**src/rtl/yuvcap_pkg.sv**
```systemverilog
package yuvcap_pkg;
  localparam int unsigned AW     = 32;
  localparam int unsigned DW     = 8;
  localparam int unsigned NPLANE = 3;

  typedef enum logic [1:0] {
    PL_Y = 2'd0,
    PL_U = 2'd1,
    PL_V = 2'd2
  } plane_e;

  typedef struct packed {
    logic [AW-1:0] addr;
    logic [DW-1:0] data;
  } wbeat_t;
endpackage

```
**src/rtl/yuvcap_pos_track.sv**
```systemverilog
module yuvcap_pos_track
  import yuvcap_pkg::*;
#(
  parameter int unsigned MAX_W  = 2048,
  parameter int unsigned LINE_W = 11,
  localparam int unsigned XW    = $clog2(MAX_W) + 1
) (
  input  logic                         clk,
  input  logic                         rst_n,
  input  logic                         vsync_i,
  input  logic                         hsync_i,
  input  logic                         pix_valid_i,
  input  logic [DW-1:0]                pix_y_i,
  input  logic [DW-1:0]                pix_c_i,
  input  logic [XW-1:0]                width_i,
  input  logic [NPLANE-1:0][AW-1:0]    base_i,
  input  logic [NPLANE-1:0][AW-1:0]    stride_i,
  output logic [NPLANE-1:0]            push_o,
  output wbeat_t [NPLANE-1:0]          beat_o,
  output logic [LINE_W-1:0]            line_o
);

  logic [XW-1:0]              col_q, col_d;
  logic [LINE_W-1:0]          line_q, line_d;
  logic [NPLANE-1:0][AW-1:0]  start_q, start_d;
  logic                       in_line, take, col_en, line_en;

  assign in_line = (col_q < width_i);
  assign take    = pix_valid_i && in_line;
  assign col_en  = vsync_i || hsync_i || take;
  assign line_en = vsync_i || hsync_i;

  always_comb begin
    col_d   = col_q;
    line_d  = line_q;
    start_d = start_q;
    if (vsync_i) begin
      col_d   = '0;
      line_d  = '0;
      start_d = base_i;
    end else if (hsync_i) begin
      col_d  = '0;
      line_d = line_q + 1'b1;
      for (int p = 0; p < NPLANE; p++) begin
        start_d[p] = start_q[p] + stride_i[p];
      end
    end else if (take) begin
      col_d = col_q + 1'b1;
    end
  end

  always_ff @(posedge clk or negedge rst_n) begin
    if (!rst_n) begin
      col_q   <= '0;
      line_q  <= '0;
      start_q <= '0;
    end else begin
      if (col_en)  col_q <= col_d;
      if (line_en) begin
        line_q  <= line_d;
        start_q <= start_d;
      end
    end
  end

  for (genvar p = 0; p < NPLANE; p++) begin : g_plane
    if (p == int'(PL_Y)) begin : g_luma
      assign push_o[p]      = take;
      assign beat_o[p].addr = start_q[p] + AW'(col_q);
      assign beat_o[p].data = pix_y_i;
    end else begin : g_chroma
      localparam logic ODD = (p == int'(PL_V));
      assign push_o[p]      = take && (col_q[0] == ODD);
      assign beat_o[p].addr = start_q[p] + AW'(col_q[XW-1:1]);
      assign beat_o[p].data = pix_c_i;
    end
  end

  assign line_o = line_q;

  AST_LINE_CLEAR: assert property (@(posedge clk) disable iff (!rst_n)
    vsync_i |=> (line_o == '0));
  AST_LINE_STEP: assert property (@(posedge clk) disable iff (!rst_n)
    (hsync_i && !vsync_i) |=> (line_o == $past(line_o) + 1'b1));
  AST_POS_IDLE: assert property (@(posedge clk) disable iff (!rst_n)
    (!pix_valid_i && !hsync_i && !vsync_i) |=> $stable(beat_o[0].addr));

endmodule

```
**src/rtl/yuvcap_sfifo.sv**
```systemverilog
module yuvcap_sfifo
  import yuvcap_pkg::*;
#(
  parameter int unsigned DEPTH = 8,
  localparam int unsigned PW   = (DEPTH > 1) ? $clog2(DEPTH) : 1,
  localparam int unsigned CW   = $clog2(DEPTH + 1)
) (
  input  logic   clk,
  input  logic   rst_n,
  input  logic   push_i,
  input  wbeat_t din_i,
  input  logic   pop_i,
  output wbeat_t dout_o,
  output logic   nempty_o,
  output logic   drop_o
);

  wbeat_t          mem_q [DEPTH];
  logic [PW-1:0]   wp_q, wp_d, rp_q, rp_d;
  logic [CW-1:0]   cnt_q, cnt_d;
  logic            full, do_push, do_pop;

  function automatic logic [PW-1:0] ptr_inc(input logic [PW-1:0] p);
    return (p == PW'(DEPTH - 1)) ? '0 : p + 1'b1;
  endfunction

  assign full     = (cnt_q == CW'(DEPTH));
  assign nempty_o = (cnt_q != '0);
  assign do_push  = push_i && !full;
  assign do_pop   = pop_i && nempty_o;
  assign drop_o   = push_i && full;

  always_comb begin
    wp_d  = do_push ? ptr_inc(wp_q) : wp_q;
    rp_d  = do_pop  ? ptr_inc(rp_q) : rp_q;
    cnt_d = cnt_q + CW'(do_push) - CW'(do_pop);
  end

  always_ff @(posedge clk or negedge rst_n) begin
    if (!rst_n) begin
      wp_q  <= '0;
      rp_q  <= '0;
      cnt_q <= '0;
    end else begin
      if (do_push) wp_q <= wp_d;
      if (do_pop)  rp_q <= rp_d;
      if (do_push || do_pop) cnt_q <= cnt_d;
    end
  end

  always_ff @(posedge clk) begin
    if (do_push) mem_q[wp_q] <= din_i;
  end

  assign dout_o = mem_q[rp_q];

  AST_DROP_NOT_STORED: assert property (@(posedge clk) disable iff (!rst_n)
    (push_i && full) |=> (cnt_q == $past(cnt_q) - CW'($past(pop_i))));

endmodule

```
**src/rtl/yuvcap_wr_arb.sv**
```systemverilog
module yuvcap_wr_arb
  import yuvcap_pkg::*;
#(
  parameter int unsigned N = 3
) (
  input  logic          clk,
  input  logic          rst_n,
  input  logic [N-1:0]  req_i,
  input  wbeat_t [N-1:0] beat_i,
  input  logic          ready_i,
  output logic          valid_o,
  output wbeat_t        beat_o,
  output logic [N-1:0]  pop_o
);

  logic [N-1:0] pick, gnt, hold_gnt_q;
  logic         hold_q, hold_d;

  always_comb begin
    logic found;
    found = 1'b0;
    pick  = '0;
    for (int i = 0; i < N; i++) begin
      if (req_i[i] && !found) begin
        pick[i] = 1'b1;
        found   = 1'b1;
      end
    end
  end

  assign gnt     = hold_q ? hold_gnt_q : pick;
  assign valid_o = |req_i;
  assign pop_o   = gnt & req_i & {N{ready_i}};
  assign hold_d  = valid_o && !ready_i;

  always_comb begin
    beat_o = '0;
    for (int i = 0; i < N; i++) begin
      if (gnt[i]) beat_o = beat_i[i];
    end
  end

  always_ff @(posedge clk or negedge rst_n) begin
    if (!rst_n) begin
      hold_q     <= 1'b0;
      hold_gnt_q <= '0;
    end else begin
      hold_q <= hold_d;
      if (hold_d) hold_gnt_q <= gnt;
    end
  end

  AST_GNT_ONEHOT: assert property (@(posedge clk) disable iff (!rst_n)
    $onehot0(gnt));
  AST_GNT_HOLD: assert property (@(posedge clk) disable iff (!rst_n)
    (valid_o && !ready_i) |=> (gnt == $past(gnt)));

endmodule

```
**src/rtl/yuvcap_planar.sv**
```systemverilog
module yuvcap_planar
  import yuvcap_pkg::*;
#(
  parameter int unsigned MAX_W      = 2048,
  parameter int unsigned LINE_W     = 11,
  parameter int unsigned FIFO_DEPTH = 8,
  localparam int unsigned XW        = $clog2(MAX_W) + 1
) (
  input  logic              clk,
  input  logic              rst_n,
  input  logic              vsync_i,
  input  logic              hsync_i,
  input  logic              pix_valid_i,
  input  logic [DW-1:0]     pix_y_i,
  input  logic [DW-1:0]     pix_c_i,
  input  logic [XW-1:0]     cfg_width_i,
  input  logic [AW-1:0]     cfg_y_base_i,
  input  logic [AW-1:0]     cfg_u_base_i,
  input  logic [AW-1:0]     cfg_v_base_i,
  input  logic [AW-1:0]     cfg_y_stride_i,
  input  logic [AW-1:0]     cfg_u_stride_i,
  input  logic [AW-1:0]     cfg_v_stride_i,
  output logic              wr_valid_o,
  input  logic              wr_ready_i,
  output logic [AW-1:0]     wr_addr_o,
  output logic [DW-1:0]     wr_data_o,
  output logic [LINE_W-1:0] cur_line_o,
  output logic              ovf_o
);

  logic [1:0]                rs_q;
  logic                      rst_sync_n;
  logic [NPLANE-1:0][AW-1:0] base_v, stride_v;
  logic [NPLANE-1:0]         push, nempty, drop, pop;
  wbeat_t [NPLANE-1:0]       in_beat, out_beat;
  wbeat_t                    wr_beat;
  logic                      ovf_q;

  always_ff @(posedge clk or negedge rst_n) begin
    if (!rst_n) rs_q <= '0;
    else        rs_q <= {rs_q[0], 1'b1};
  end
  assign rst_sync_n = rs_q[1];

  assign base_v   = {cfg_v_base_i,   cfg_u_base_i,   cfg_y_base_i};
  assign stride_v = {cfg_v_stride_i, cfg_u_stride_i, cfg_y_stride_i};

  yuvcap_pos_track #(
    .MAX_W  (MAX_W),
    .LINE_W (LINE_W)
  ) pos_i (
    .clk         (clk),
    .rst_n       (rst_sync_n),
    .vsync_i     (vsync_i),
    .hsync_i     (hsync_i),
    .pix_valid_i (pix_valid_i),
    .pix_y_i     (pix_y_i),
    .pix_c_i     (pix_c_i),
    .width_i     (cfg_width_i),
    .base_i      (base_v),
    .stride_i    (stride_v),
    .push_o      (push),
    .beat_o      (in_beat),
    .line_o      (cur_line_o)
  );

  for (genvar p = 0; p < NPLANE; p++) begin : g_fifo
    yuvcap_sfifo #(
      .DEPTH (FIFO_DEPTH)
    ) fifo_i (
      .clk      (clk),
      .rst_n    (rst_sync_n),
      .push_i   (push[p]),
      .din_i    (in_beat[p]),
      .pop_i    (pop[p]),
      .dout_o   (out_beat[p]),
      .nempty_o (nempty[p]),
      .drop_o   (drop[p])
    );
  end

  yuvcap_wr_arb #(
    .N (NPLANE)
  ) arb_i (
    .clk     (clk),
    .rst_n   (rst_sync_n),
    .req_i   (nempty),
    .beat_i  (out_beat),
    .ready_i (wr_ready_i),
    .valid_o (wr_valid_o),
    .beat_o  (wr_beat),
    .pop_o   (pop)
  );

  always_ff @(posedge clk or negedge rst_sync_n) begin
    if (!rst_sync_n) ovf_q <= 1'b0;
    else             ovf_q <= |drop;
  end

  assign ovf_o     = ovf_q;
  assign wr_addr_o = wr_beat.addr;
  assign wr_data_o = wr_beat.data;

  AST_WR_HOLD: assert property (@(posedge clk) disable iff (!rst_sync_n)
    (wr_valid_o && !wr_ready_i) |=>
      (wr_valid_o && $stable(wr_addr_o) && $stable(wr_data_o)));

endmodule

```
**config.mk**
```make
export PLATFORM = sky130hd
export DESIGN_NAME = yuvcap_planar
export DESIGN_NICKNAME = d
export VERILOG_FILES = /design/src/rtl/yuvcap_pkg.sv /design/src/rtl/yuvcap_pos_track.sv /design/src/rtl/yuvcap_sfifo.sv /design/src/rtl/yuvcap_wr_arb.sv /design/src/rtl/yuvcap_planar.sv
export SDC_FILE = /design/constraint.sdc
export NUM_CORES = 2
export LEC_CHECK = 0
export ABC_AREA = 1
export BUFFER_PORTS_ARGS = -buffer_cell sky130_fd_sc_hd__buf_2
export CORE_ASPECT_RATIO = 1.2
export CORE_MARGIN = 4
export CORE_UTILIZATION = 25
export CTS_CLUSTER_SIZE = 10
export DETAILED_ROUTE_END_ITERATION = 8
export PLACE_DENSITY = 0.42
export SYNTH_ARGS = -nofsm -noshare
export SYNTH_HDL_FRONTEND = slang
export SYNTH_SLANG_ARGS = --single-unit
```
**constraint.sdc**
```tcl
create_clock -name clk -period 4.6 [get_ports clk]
set_input_delay 0.69 -clock clk [delete_from_list [all_inputs] [get_ports clk]]
set_output_delay 0.69 -clock clk [all_outputs]
set_load 0.05 [all_outputs]
```
# Word level (Yosys, flattened, before mapping)
# Memory sizes are Yosys's and may differ from the RTL's.
# Cells that the tools add are included.
# op_classes
reduce_logical,35
muxes,27
n_eq_ne,9
n_addsub,20
bitwise_logic,3
order_cmp,1
# ops
cell,n
96-bit two-way mux,2
40-bit two-way mux,3
32-bit adder,3
32-bit by 11-bit adder with 32-bit output,2
12-bit two-way mux,3
32-bit by 12-bit adder with 32-bit output,1
11-bit two-way mux,2
3-bit two-way mux,7
"3-bit by 1-bit adder with 3-bit output, second input constant",6
"3-bit == test, second input constant",6
1-bit logical AND,15
"12-bit by 1-bit adder with 12-bit output, second input constant",1
4-bit by 1-bit adder with 4-bit output,3
"4-bit == test, second input constant",3
12-bit < comparator,1
4-bit nonzero test,3
4-bit by 1-bit subtractor with 4-bit output,3
"11-bit by 1-bit adder with 11-bit output, second input constant",1
1-bit two-way mux,10
3-bit bitwise AND,2
1-bit logical NOT,6
3-bit OR reduction,2
1-bit logical OR,5
2-bit AND reduction,2
3 further kinds,3
# word_totals
in_bits,226
ramBits,960
out_inout_bits,53
wordCells,116
mem_count,3
regBits,156
# mem_list
name,depth,word_bits,read_ports,rd_clocked_by_memory_dff,wr,line_no,rtl
g_fifo[0].fifo_i.mem_q,8,40,1,0,1,yuvcap_sfifo.sv:18,wbeat_t mem_q [DEPTH];
g_fifo[1].fifo_i.mem_q,8,40,1,0,1,yuvcap_sfifo.sv:18,
g_fifo[2].fifo_i.mem_q,8,40,1,0,1,yuvcap_sfifo.sv:18,

# Depth between registers and ports, before layout
# logic_depth
word_depth,13
mapped_depth,16
depth_no_buf,16

# Cells and area by module
# A second synthesis with hierarchy kept.
# unflattened
cells_unflattened,7445
area_unflattened_um2,60887.1
# by_module_without_submodules
module,seq_area_each_um2,instances,cells_each,area_per_inst_um2
yuvcap_sfifo at g_fifo[1].fifo_i ...,9859.5,2,1433,14387.5
yuvcap_pos_track,2977.9,1,2759,16007.9
yuvcap_sfifo at g_fifo[0].fifo_i,9859.5,1,1474,14433.8
yuvcap_wr_arb,100.1,1,339,1580.3
yuvcap_planar,75.1,1,7,90.1

# Worst setup path before layout
# Ideal clock, no wire load.
# synth_timing
kind,input to register
startpoint,in cfg_width_i[9]
endpoint,mem g_fifo[1].fifo_i.mem_q[6][0] (netlist name) (enable)
path_buffers,1
arrival_time_ps,4608
required_ps,4113
cell_stages,10
setup_ps,487
path_slack_ps,-495
cell_sequence,inv_1 -> ha_1 -> nand2_1 -> inv_1 -> o21ai_1 -> nand3_1 -> nor2_4 -> nand4_4 -> buf_2 -> nor3_1
# synth_via
elab_chain_cells,6
# synth_lines
item,line_no,rtl
"start, declared",yuvcap_planar.sv:16,"input logic [XW-1:0] cfg_width_i,"
12-bit < comparator,yuvcap_pos_track.sv:28,assign in_line = (col_q < width_i);
1-bit logical AND,yuvcap_pos_track.sv:29,assign take = pix_valid_i && in_line;
1-bit logical AND,yuvcap_pos_track.sv:73,assign push_o[p] = take && (col_q[0] == ODD);
1-bit logical AND,yuvcap_sfifo.sv:29,assign do_push = push_i && !full;
1-bit two-way mux,yuvcap_sfifo.sv:52,if (do_push) mem_q[wp_q] <= din_i;
1-bit two-way mux (not written as such),yuvcap_sfifo.sv:52,
"end, declared",yuvcap_sfifo.sv:18,
# No other way between the ends.

# Final worst setup path
# layout_timing
startpoint,reg g_fifo[0].fifo_i.cnt_q[2]
endpoint,out wr_addr_o[18]
# layout_via
elab_chain_cells,10
elab_cells_between_ends,13
cone_classes,mux: 8; reduce/logical: 5
# layout_lines
item,line_no,rtl
"start, declared",yuvcap_sfifo.sv:20,"logic [CW-1:0] cnt_q, cnt_d;"
"start signal, assigned",yuvcap_sfifo.sv:47,if (do_push || do_pop) cnt_q <= cnt_d;
4-bit nonzero test *,yuvcap_sfifo.sv:28,assign nempty_o = (cnt_q != '0);
1-bit two-way mux *,yuvcap_wr_arb.sv:24,if (req_i[i] && !found) begin
1-bit logical NOT,yuvcap_wr_arb.sv:24,
1-bit logical AND,yuvcap_wr_arb.sv:24,
1-bit two-way mux,yuvcap_wr_arb.sv:24,
1-bit logical NOT,yuvcap_wr_arb.sv:24,
1-bit logical AND,yuvcap_wr_arb.sv:24,
1-bit two-way mux,yuvcap_wr_arb.sv:24,
3-bit two-way mux *,yuvcap_wr_arb.sv:31,assign gnt = hold_q ? hold_gnt_q : pick;
40-bit two-way mux *,yuvcap_wr_arb.sv:39,if (gnt[i]) beat_o = beat_i[i];
"end, declared",yuvcap_planar.sv:25,"output logic [AW-1:0] wr_addr_o,"
# Mark *: on every way between the ends. The rest lies on a longest branch, timed or not.

==> flow_summary.yaml <==
synthesis:
  post-synth-top-area-cell: "sky130_fd_sc_hd__edfxtp_1"
  synth.ff_latch_count: 1116
  synth_top_cells_by_count: "sky130_fd_sc_hd__nand2_1, sky130_fd_sc_hd__edfxtp_1, sky130_fd_sc_hd__nor2_1"
  netlist-cell-type-count: 56
  synthMostInstantiatedCell: "sky130_fd_sc_hd__nand2_1"
  synth_seq_area_share_pct: 58.9
  number_of_synthesized_flops_with_an_enable_pin: 960
  synth.mux.area_fraction_pct: 0
  top_reg_cell_synth: "sky130_fd_sc_hd__edfxtp_1"
  synth_largest_type_area_fraction_pct: 51.9
  main_combinational_cell_family_by_area_after_synthesis: "simple AND/OR/NAND/NOR gates"
  synth_area_per_cell_um2: 9.72
  synth.top_cells.by_area: "sky130_fd_sc_hd__edfxtp_1, sky130_fd_sc_hd__nand2_1, sky130_fd_sc_hd__dfrtp_1"
  syn_area_um2: 55500
  post_synthesis_compound_gate_area_fraction_pct: 12.1
  yosys.area_share.xor_xnor_pct: 1.92
  synth.yosys.warnings: 0
  syn_nets: 6117
  synth-adder-area-share_pct: 4.16
  synth_simple_gate_area_share_pct: 17.5
  async_reset_ff_share_pct: 14.0
  number_of_instances_in_the_synthesized_netlist: 5712
power:
  power-per-cell-area_nw_per_um2: 578
  leakage_nw: 25.2
  worst_ir_drop_vdd_mv: 0.484
timing:
  timing.slew.headroom_pct: 20.4
  finalCritPeriodShare_pct: 96.3
  timing_hold_violations_final: 0
  finClkSkew_ns: 0.0351
  rsz0062_at_grt: "no"
  setup-violations-final: 0
  worst_hold_slack_ns: 0.118
  worst_slack_ns: 0.168
  final.setup.tns_ns: 0
  final_max_slew_viol_count: 0
  worst_tran_pin_value_ns: 1.19
  clock.fmax_mhz: 226
  timing.final.crit_period_ns: 4.43
route:
  routed-via-count: 41839
  ant_nets: 0
  routed_wire_length_per_instance_um: 20.9
  first_iter_violations: 2874
  vias_per_cell: 4.63
  dr.pass1.iters: 7
  drt_drc_violations_left: 0
  drt-total-wl_um: 189000
placed_design:
  postPlaceCellArea_um2: 60900
  worst_setup_slack_before_clock_tree_synthesis_ns: 0.962
  dpl.hpwl_um: 128000
  number_of_buffer_cells_added_on_primary_ports: 278
  gp_congestion: 0.879
clocking:
  cts.reportedPaths.clkPinSlew_ns: 0.06
  insertion_delay_ns: 0.79
  ctsHtreeMaxLevel: 4
  cts-root-buf: "sky130_fd_sc_hd__clkbuf_16"
  tritoncts_clock_tree: "yes"
  cts.sinks: 1116
  tritoncts.num_buffers: 137
  cts.path.max_buffers: 3
grt:
  antenna_found_initial: 21
  final_global_route_overflow_total: 0
  grt_start_max_net_pins: 100
  wire_length_of_the_first_global_routing_pass_um: 276000
  grtUsageTotal_pct: 16.0
  number_of_global_route_vias_before_repair: 41180
floorplan:
  design.core.area_um2: 221000
  initial_core_util_pct: 25.1
  dieHeight_um: 524
  placementRows: 189
  die_width_um: 438
  die-area_um2: 230000
  ios: 279
worst_setup_path:
  setup.worst_path.start_class: "flip-flop"
  critPathMaxFanout: 41
  reg2regPathDepth: 8
  worstSetupEndpointType: "output port"
  r2r-start: "pos_i.col_q[2]"
  r2r_end: "g_fifo[2].fifo_i.mem_q[7][38]"
  worst_ep_required_time_ns: 3.91
  setup.worst_path.class: "flip-flop to output port"
  cp.arrival_ns: 3.74
  reg2reg_setup_slack_ns: 1.24
worst_hold_path:
  min_delay_path_depth: 3
  hold_end: "pos_i.start_q[50]"
  worst_hold_startpoint: "cfg_u_base_i[18]"
  min_path_type: "input pin to flip-flop"
job:
  timing.max_cap.violations: 0
cells_and_area:
  final_layout_net_count: 6400
  finalCoreUtilization_pct: 29.4
  final_area_um2: 65000
  flow.area_growth_from_synthesis_pct: 17.0
  drive_gt1_share_pct: 10.7
outcome:
  status: "completed"
[how the worst max path moves through the flow]
stage	cells past startpoint	end	start	slack (ns)
after CTS	8	wr_addr_o[0]	g_fifo[0].fifo_i.rp_q[1]	0.13
final	10	wr_addr_o[18]	g_fifo[0].fifo_i.cnt_q[2]	0.17
after global routing	6	wr_addr_o[18]	g_fifo[2].fifo_i.rp_q[0]	0.03
after floorplan	10	g_fifo[1].fifo_i.mem_q[6][0]	cfg_width_i[9]	-0.50
after global placement	13	g_fifo[0].fifo_i.mem_q[4][9]	cfg_width_i[9]	0.89
after detailed placement	13	g_fifo[0].fifo_i.mem_q[4][7]	cfg_width_i[9]	0.96
[flip-flops by register name, summed over array words and instances (netlist names)]
signal               count
g_fifo.fifo_i.mem_q    960
rs_q                     2
g_fifo.fifo_i.rp_q       9
arb_i.hold_gnt_q         3
g_fifo.fifo_i.wp_q       9
ovf_o                    1
pos_i.line_o            11
g_fifo.fifo_i.cnt_q     12
arb_i.hold_q             1
pos_i.col_q             12
pos_i.start_q           96
[through the flow]
step | total power, mW | std cells
finish | 37.6 | 9037
CTS | 38.2 | 9028
floorplan | 22.2 | 5712
global placement | 28.1 | 8815
detailed placement | 28.1 | 8815
global route | 39.9 | 9031
[layout make-up]
type,instances,area [um^2]
tap,2960,3700
inverter,508,1910
antenna,9,22.5
multi-input combinational,3854,20000
sequential,1116,32800
timing repair buffer,378,2550
clock inverter,29,300
fill,23191,156000
clock buffer,183,3680
[power by group]
part           internal (mW)  switching (mW)
combinational           3.78            10.6
sequential              12.4           0.839
clock                   5.66            4.28
total                   21.9            15.7
[cells by family (layout without fill, tap and decap cells)]
family	Yosys count	count (layout)
fa+ha+maj	179	179
simple gates	2410	2410
xor+xnor	122	122
compound gates	1142	1142
buf+inv	742	1098
other cells	1	10
flops	1116	1116
[per-layer routing]
| layer | routed length [um] | up-vias | GRT usage, % |
|---|---|---|---|
| met2 | 86400 | 959 | 25.7 |
| met1 | 88000 | 20308 | 22.1 |
| li1 | - | 20313 | - |
| met5 | 117 | - | 0 |
| met3 | 8830 | 239 | 2.84 |
| met4 | 5330 | 20 | 4.81 |
[critical path, cell delays in order, from the launching register on]
cell                      delay, ns
sky130_fd_sc_hd__dfrtp_1       0.36
sky130_fd_sc_hd__inv_1         0.13
sky130_fd_sc_hd__ha_1          0.20
sky130_fd_sc_hd__nand4_2       0.16
sky130_fd_sc_hd__o21ai_4       0.18
sky130_fd_sc_hd__buf_4         0.56
sky130_fd_sc_hd__nand3_1       0.17
sky130_fd_sc_hd__nand2_1       0.16
sky130_fd_sc_hd__nand2_1       0.09
sky130_fd_sc_hd__o21ai_1       0.48
sky130_fd_sc_hd__buf_2         0.40
[layout by cell type, fill, tap and decap left out, types with 60 or more instances in the layout]
cell type and count:
sky130_fd_sc_hd__o21ai_0 386, sky130_fd_sc_hd__buf_4 68, sky130_fd_sc_hd__nand3_1 264, sky130_fd_sc_hd__buf_2 277, sky130_fd_sc_hd__inv_1 469, sky130_fd_sc_hd__edfxtp_1 960, sky130_fd_sc_hd__a21oi_1 127, sky130_fd_sc_hd__o221ai_1 73
sky130_fd_sc_hd__xnor2_1 62, sky130_fd_sc_hd__nand2_1 1178, sky130_fd_sc_hd__a22oi_1 63, sky130_fd_sc_hd__o21ai_1 265, sky130_fd_sc_hd__dfrtp_1 148, sky130_fd_sc_hd__clkbuf_16 139, sky130_fd_sc_hd__ha_1 170, sky130_fd_sc_hd__nor2_1 825
sky130_fd_sc_hd__o211ai_1 157, sky130_fd_sc_hd__xor2_1 60
[repair_timing]
item / CTS / global route
setup endpoints to repair: 0 / 1
endpoints found under the hold margin: 2 / 0
hold buffers: 1 / 0
buffers inserted: 0 / 0
gates resized for setup: 0 / 1
No activity file was read; power rests on OpenSTA's default activity.
